`config.mk`:
```
export PLATFORM = sky130hd
export DESIGN_NAME = ptp_time_counter
export DESIGN_NICKNAME = d
export VERILOG_FILES = /design/src/rtl/ptp_tc_pkg.sv /design/src/rtl/ptp_rate_accum.sv /design/src/rtl/ptp_tod_core.sv /design/src/rtl/ptp_tc_regs.sv /design/src/rtl/ptp_time_counter.sv
export SDC_FILE = /design/constraint.sdc
export NUM_CORES = 1
export LEC_CHECK = 0
export ABC_CLOCK_PERIOD_IN_PS = 9300
export BUFFER_PORTS_ARGS = -buffer_cell sky130_fd_sc_hd__buf_2
export CORE_MARGIN = 4
export CORE_UTILIZATION = 35
export DETAILED_ROUTE_END_ITERATION = 6
export PLACE_DENSITY_LB_ADDON = 0.15
export SKIP_LAST_GASP = 1
export SLEW_MARGIN = 20
export SYNTH_ARGS = -nofsm -noshare
export SYNTH_HDL_FRONTEND = slang
export SYNTH_SLANG_ARGS = --single-unit
```
`constraint.sdc`:
```
create_clock -name clk -period 9.3 [get_ports clk]
set_input_delay 1.395 -clock clk [delete_from_list [all_inputs] [get_ports clk]]
set_output_delay 1.395 -clock clk [all_outputs]
set_load 0.02 [all_outputs]
```
`src/rtl/ptp_tc_pkg.sv`:
```
package ptp_tc_pkg;

  localparam int SEC_W  = 32;
  localparam int SUB_W  = 31;
  localparam int STEP_W = 8;
  localparam int REG_W  = 32;
  localparam int ADR_W  = 3;

  localparam logic [ADR_W-1:0] RA_CTRL   = 3'd0;
  localparam logic [ADR_W-1:0] RA_STEP   = 3'd1;
  localparam logic [ADR_W-1:0] RA_SSEC   = 3'd2;
  localparam logic [ADR_W-1:0] RA_SSUB   = 3'd3;
  localparam logic [ADR_W-1:0] RA_SRATE  = 3'd4;
  localparam logic [ADR_W-1:0] RA_RATE   = 3'd5;
  localparam logic [ADR_W-1:0] RA_TSEC   = 3'd6;
  localparam logic [ADR_W-1:0] RA_TSUB   = 3'd7;

  localparam int CB_RUN  = 0;
  localparam int CB_FINE = 1;
  localparam int CB_LOAD = 2;
  localparam int CB_OFS  = 3;
  localparam int CB_RATE = 4;

  typedef struct packed {
    logic [SEC_W-1:0] sec;
    logic [SUB_W-1:0] sub;
  } tod_t;

  // add a positive amount; subseconds sum of two values below 2^31 needs one carry
  function automatic tod_t tod_plus(tod_t a, logic [SEC_W-1:0] ds, logic [SUB_W-1:0] dsub);
    logic [SUB_W:0] s;
    tod_t r;
    s     = {1'b0, a.sub} + {1'b0, dsub};
    r.sub = s[SUB_W-1:0];
    r.sec = a.sec + ds + SEC_W'(s[SUB_W]);
    return r;
  endfunction

  // subtract a positive amount; a borrow wraps subseconds by 2^31
  function automatic tod_t tod_minus(tod_t a, logic [SEC_W-1:0] ds, logic [SUB_W-1:0] dsub);
    logic [SUB_W:0] d;
    tod_t r;
    d     = {1'b0, a.sub} - {1'b0, dsub};
    r.sub = d[SUB_W-1:0];
    r.sec = a.sec - ds - SEC_W'(d[SUB_W]);
    return r;
  endfunction

endpackage

```
`src/rtl/ptp_rate_accum.sv`:
```
module ptp_rate_accum #(
  parameter int ACC_W = 32
) (
  input  logic             clk,
  input  logic             rst_n,
  input  logic             en,
  input  logic [ACC_W-1:0] rate,
  output logic             carry
);
  logic [ACC_W-1:0] acc;
  logic [ACC_W:0]   sum;

  assign sum   = {1'b0, acc} + {1'b0, rate};
  assign carry = en & sum[ACC_W];

  always_ff @(posedge clk) begin
    if (!rst_n)  acc <= '0;
    else if (en) acc <= sum[ACC_W-1:0];
  end
endmodule

```
`src/rtl/ptp_tod_core.sv`:
```
module ptp_tod_core
  import ptp_tc_pkg::*;
#(
  parameter int STEP_BITS = STEP_W
) (
  input  logic                 clk,
  input  logic                 rst_n,
  input  logic                 tick,
  input  logic [STEP_BITS-1:0] step,
  input  logic                 load_do,
  input  logic                 ofs_do,
  input  logic [SEC_W-1:0]     stage_sec,
  input  logic [REG_W-1:0]     stage_sub,
  output tod_t                 now
);
  localparam int SIGN_BIT = REG_W - 1;

  tod_t stepped, loaded, nxt;

  always_comb begin
    stepped = tick ? tod_plus(now, '0, SUB_W'(step)) : now;
    loaded  = '{sec: stage_sec, sub: stage_sub[SUB_W-1:0]};
    if (load_do)
      nxt = loaded;
    else if (ofs_do)
      nxt = stage_sub[SIGN_BIT] ? tod_minus(stepped, stage_sec, stage_sub[SUB_W-1:0])
                                : tod_plus(stepped, stage_sec, stage_sub[SUB_W-1:0]);
    else
      nxt = stepped;
  end

  always_ff @(posedge clk) begin
    if (!rst_n) now <= '0;
    else        now <= nxt;
  end
endmodule

```
`src/rtl/ptp_tc_regs.sv`:
```
module ptp_tc_regs
  import ptp_tc_pkg::*;
#(
  parameter int              RATE_W     = 32,
  parameter logic [RATE_W-1:0] DEF_ADDEND = 32'h4000_0000
) (
  input  logic              clk,
  input  logic              rst_n,
  input  logic              wr_en,
  input  logic [ADR_W-1:0]  wr_addr,
  input  logic [REG_W-1:0]  wr_data,
  input  logic              rd_en,
  input  logic [ADR_W-1:0]  rd_addr,
  output logic [REG_W-1:0]  rd_data,
  input  tod_t              now,
  output logic              run,
  output logic              fine,
  output logic [STEP_W-1:0] step,
  output logic [SEC_W-1:0]  stage_sec,
  output logic [REG_W-1:0]  stage_sub,
  output logic [RATE_W-1:0] stage_rate,
  output logic [RATE_W-1:0] rate,
  output logic              load_do,
  output logic              ofs_do,
  output logic              rate_do
);
  logic load_pend, ofs_pend, rate_pend;
  logic ctrl_wr, time_lock;
  logic [SUB_W-1:0] snap_sub;

  assign ctrl_wr   = wr_en && (wr_addr == RA_CTRL);
  assign time_lock = load_pend | ofs_pend;
  assign load_do   = load_pend;
  assign ofs_do    = ofs_pend & ~load_pend;
  assign rate_do   = rate_pend;

  always_ff @(posedge clk) begin
    if (!rst_n) begin
      run        <= 1'b0;
      fine       <= 1'b0;
      load_pend  <= 1'b0;
      ofs_pend   <= 1'b0;
      rate_pend  <= 1'b0;
      step       <= '0;
      stage_sec  <= '0;
      stage_sub  <= '0;
      stage_rate <= DEF_ADDEND;
      rate       <= DEF_ADDEND;
    end else begin
      load_pend <= ctrl_wr && wr_data[CB_LOAD] && !load_pend;
      ofs_pend  <= ofs_do ? 1'b0 : (ofs_pend | (ctrl_wr & wr_data[CB_OFS]));
      rate_pend <= ctrl_wr && wr_data[CB_RATE] && !rate_pend;
      if (rate_do) rate <= stage_rate;
      if (wr_en) begin
        case (wr_addr)
          RA_CTRL: begin
            run  <= wr_data[CB_RUN];
            fine <= wr_data[CB_FINE];
          end
          RA_STEP:  step <= wr_data[STEP_W-1:0];
          RA_SSEC:  if (!time_lock) stage_sec <= wr_data[SEC_W-1:0];
          RA_SSUB:  if (!time_lock) stage_sub <= wr_data;
          RA_SRATE: if (!rate_pend) stage_rate <= wr_data[RATE_W-1:0];
          default: ;
        endcase
      end
    end
  end

  always_ff @(posedge clk) begin
    if (!rst_n) begin
      rd_data  <= '0;
      snap_sub <= '0;
    end else if (rd_en) begin
      case (rd_addr)
        RA_CTRL:  rd_data <= REG_W'({rate_pend, ofs_pend, load_pend, fine, run});
        RA_STEP:  rd_data <= REG_W'(step);
        RA_SSEC:  rd_data <= REG_W'(stage_sec);
        RA_SSUB:  rd_data <= stage_sub;
        RA_SRATE: rd_data <= REG_W'(stage_rate);
        RA_RATE:  rd_data <= REG_W'(rate);
        RA_TSEC: begin
          rd_data  <= REG_W'(now.sec);
          snap_sub <= now.sub;
        end
        default:  rd_data <= REG_W'(snap_sub);
      endcase
    end
  end
endmodule

```
`src/rtl/ptp_time_counter.sv`:
```
module ptp_time_counter
  import ptp_tc_pkg::*;
#(
  parameter int                RATE_W     = 32,
  parameter logic [RATE_W-1:0] DEF_ADDEND = 32'h4000_0000
) (
  input  logic             clk,
  input  logic             rst_n,
  input  logic             wr_en,
  input  logic [ADR_W-1:0] wr_addr,
  input  logic [REG_W-1:0] wr_data,
  input  logic             rd_en,
  input  logic [ADR_W-1:0] rd_addr,
  output logic [REG_W-1:0] rd_data
);
  logic              run, fine, carry, tick;
  logic              load_do, ofs_do, rate_do;
  logic [STEP_W-1:0] step;
  logic [SEC_W-1:0]  stage_sec;
  logic [REG_W-1:0]  stage_sub;
  logic [RATE_W-1:0] stage_rate, rate;
  tod_t              now;

  assign tick = run & (fine ? carry : 1'b1);

  ptp_tc_regs #(.RATE_W(RATE_W), .DEF_ADDEND(DEF_ADDEND)) u_regs (
    .clk(clk), .rst_n(rst_n),
    .wr_en(wr_en), .wr_addr(wr_addr), .wr_data(wr_data),
    .rd_en(rd_en), .rd_addr(rd_addr), .rd_data(rd_data),
    .now(now), .run(run), .fine(fine), .step(step),
    .stage_sec(stage_sec), .stage_sub(stage_sub), .stage_rate(stage_rate),
    .rate(rate), .load_do(load_do), .ofs_do(ofs_do), .rate_do(rate_do)
  );

  ptp_rate_accum #(.ACC_W(RATE_W)) u_accum (
    .clk(clk), .rst_n(rst_n), .en(run & fine), .rate(rate), .carry(carry)
  );

  ptp_tod_core u_core (
    .clk(clk), .rst_n(rst_n), .tick(tick), .step(step),
    .load_do(load_do), .ofs_do(ofs_do),
    .stage_sec(stage_sec), .stage_sub(stage_sub), .now(now)
  );
endmodule

```
==> flow_summary.toml <==
[status]
status = "finished clean"

[synth]
yosysSeqAreaShare = 0.2703
synth_compound_area_frac = 0.2504
synth_nets = 3205
synth_top_area_cell = "dfxtp_1"
syn-instance-count = 2963
yosys.area_share.adder = 0.1157
synth-seq-cells = 299
synth.area.mux_share = 0.05531
yosys_warnings = 0
synth-xor-area-share = 0.06526
synth_enable_flop_cells = 0
synth-main-ff-cell = "dfxtp_1"
avgSynthCellArea_sq_um = 7.474
async_flop_share = 0
yosys.area_share.simple = 0.1890
synth_cell_types = 93
syn_area_sq_um = 22140
synthTopCellsByArea = "dfxtp_1, ha_1, nand2_1"
yosysTopAreaCellShare = 0.2703
synth_top_family_by_area = "compound AO/OA/AOI/OAI gates"

[timing]
max_freq_mhz = 114.2
setup_viol = 0
fin_skew_ps = 20.42
tns_ps = 0
min_period_ps = 8757
finalHoldViolations = 0
fin_crit_sh = 0.9416
rsz0062_at_grt = "no"
slew_viol_final = 0
slew-limit-headroom = 0.2697
worst_slew_pin_slew_ps = 1093

[placement]
postPlaceCellArea_sq_um = 23280
io_buffers = 73
gp_congestion = 0.9465
dp_hpwl_microns = 58220

[drt]
vias = 21190
drt-met1-wl_microns = 34380
post_drt_wl_per_cell_microns = 20.35
met2WireLength_microns = 36880
met3_wirelength_microns = 3382
first_iter_violations = 1568
firstDrtPassIters = 7
top_layer = "met4"
drcViolationCount = 0
vias_per_cell = 5.550
routed_wl_microns = 77660
final_antenna_net_count = 0

[final_layout]
layout-drive-gt1-share = 0.07517
areaGrowthSynthToFinish_pct = 10.56
diodes = 0
layout_commonest_cell = "nand2_1"
final_cell_mix = "nand2_1, a21oi_1, dfxtp_1"
finish.instance_area_sq_um = 24480
final_nets = 3196

[power_and_ir_drop]
p_leak_nw = 9.947
total_power_w = 0.003237
ir_drop_mv = 0.1389
power_density_nw_per_um2 = 132.2

[critical_path]
rr_startpoint = "u_regs.rate[0]"
reg2reg_to = "u_core.now[61]"
slowest_stage = "fa_1"
critical_path_arrival_ps = 9200
worstRegToRegCells = 37
cp.required_ps = 9740
cp-end-kind = "register"
cpPeakStageDelay_ps = 470
path_class = "register to register"
r2r_slack_ps = 540
startpoint_type = "register"
crit_fanout = 23

[global_route]
grtUsageTotal = 0.2238
grt_max_degree = 88
grt_pass1_vias = 20440
grt_pass1_wl_microns = 119600
grt_antenna_before_repair = 0
overflow = 0

[run]
cap_violations = 0

[clocking]
h-tree-depth = 2
holdBufCountCts = 0
cts_buffers = 36
cts.sinks = 299
clk_pin_slew_worst_paths_ps = 60
cts_buffer_depth = 3
clock_latency_ps = 560
cts_root_buf = "clkbuf_16"
cts_tree = "yes"

[floorplanning]
die_w_microns = 259.5
row_count = 91
dieArea_sq_um = 67360
initial_utilization = 0.3562
coreArea_sq_um = 62170
die_h_microns = 259.5
ios = 74

[hold_path]
min_from = "u_regs.snap_sub[25]"
hold_path_class = "register to register"
min_path_cells = 2
holdPathEnd = "u_regs.snap_sub[25]"
-- how the worst max path moves through the flow --
stage / startpoint / endpoint / slack [ps] / cells after the start
CTS: u_regs.rate[0] / u_core.now[61] / 160 / 36
finish: u_regs.rate[0] / u_core.now[61] / 540 / 37
floorplan: u_regs.rate[0] / u_core.now[61] / 1500 / 38
detailed placement: u_regs.rate[0] / u_core.now[61] / 210 / 36
global route: u_regs.rate[0] / u_core.now[61] / 50 / 37
global placement: u_regs.rate[0] / u_core.now[61] / 390 / 36
-- repair_timing --
item | 4_1_cts | 5_1_grt
resized for setup | 0 | 16
setup endpoints to repair | 0 | 9
buffers inserted | 0 | 2
-- cells in the mapped netlist, types with 5 or more instances --
master,count
nand2_1,507
a21oi_1,355
dfxtp_1,299
nor2_1,228
ha_1,192
o21ai_0,159
inv_1,151
clkbuf_1,134
mux2i_1,110
xnor2_1,100
a21o_1,84
xor2_1,65
nand3_1,53
a211oi_1,44
a22oi_1,34
nor3_1,33
o211ai_1,31
nand4_1,28
nand2b_1,24
o21bai_1,24
buf_1,23
a31oi_1,21
nor2b_1,19
and3_1,17
o21ai_1,16
o221ai_1,15
o21a_1,14
a221oi_1,13
or3_1,11
and2_1,10
o31ai_1,9
fa_1,8
a311oi_1,7
a41oi_1,6
and4_1,6
mux2_2,6
nor4_1,6
a211o_1,5
a22o_1,5
buf_2,5
nand3b_1,5
-- per-stage QoR --
step	instances	hold slack (ps)	setup WS (ps)	util
finish	3817	454.7	543.0	0.3938
CTS	3815	457.8	162.8	0.3923
detailed placement	3751	450.0	210.3	0.3744
global placement	3751	441.7	390.7	0.3744
floorplan	2963	431.9	1502	-
global route	3817	464.3	52.22	0.3938
-- kinds of logic (layout without fill, tap and decap cells) --
| logic type | count (synthesis) | count (layout) |
|---|---|---|
| AND/OR/NAND/NOR | 970 | 970 |
| AO/OA/AOI/OAI | 894 | 894 |
| buffers and inverters | 316 | 333 |
| flip-flops | 299 | 299 |
| adder cells (fa/ha/maj) | 200 | 200 |
| XOR/XNOR | 165 | 165 |
| multiplexers | 119 | 119 |
-- registers in the layout, indices dropped and copies added (netlist names) --
name / flops
u_core.now: 63
u_accum.acc: 32
u_regs.rate: 32
u_regs.rd_data: 32
u_regs.stage_rate: 32
u_regs.stage_sec: 32
u_regs.stage_sub: 32
u_regs.snap_sub: 31
u_regs.step: 8
u_regs.fine: 1
u_regs.load_do: 1
u_regs.ofs_pend: 1
u_regs.rate_do: 1
u_regs.run: 1
-- routing by layer --
metal / vias to the layer above / GRT usage
li1: 10380 / -
met1: 10150 / 0.2903
met2: 532 / 0.3829
met3: 129 / 0.02585
met4: 0 / 0.08275
met5: - / 0
-- critical path: cells and delay by family (launching register included) --
kind                       cells  cell delay [ps]
AOI/OAI and AO/OA             23             4850
adders and majority gates      5             2020
and+or+nand+nor                6              930
buffers and inverters          2              340
DFF                            1              320
xor gates and xnor gates       1              160
-- power breakdown --
part	leakage, nW	switching [W]	total (W)	internal [W]
sequential	2.42	0.0000262	0.00133	0.00130
combinational	6.98	0.000340	0.000536	0.000196
clock	0.542	0.000597	0.00137	0.000776
total	9.95	0.000963	0.00324	0.00227
-- area by class of cell --
class / count / area [sq um]
fillers: 6556 / 37680
multi-input cells: 2348 / 15040
flip-flops and latches: 299 / 5996
well taps: 837 / 1047
clock buffers: 51 / 987.2
repair buffers: 116 / 703.2
inverters: 153 / 581.8
clock inverters: 13 / 125.1
Power figures use the tool's default switching activity.
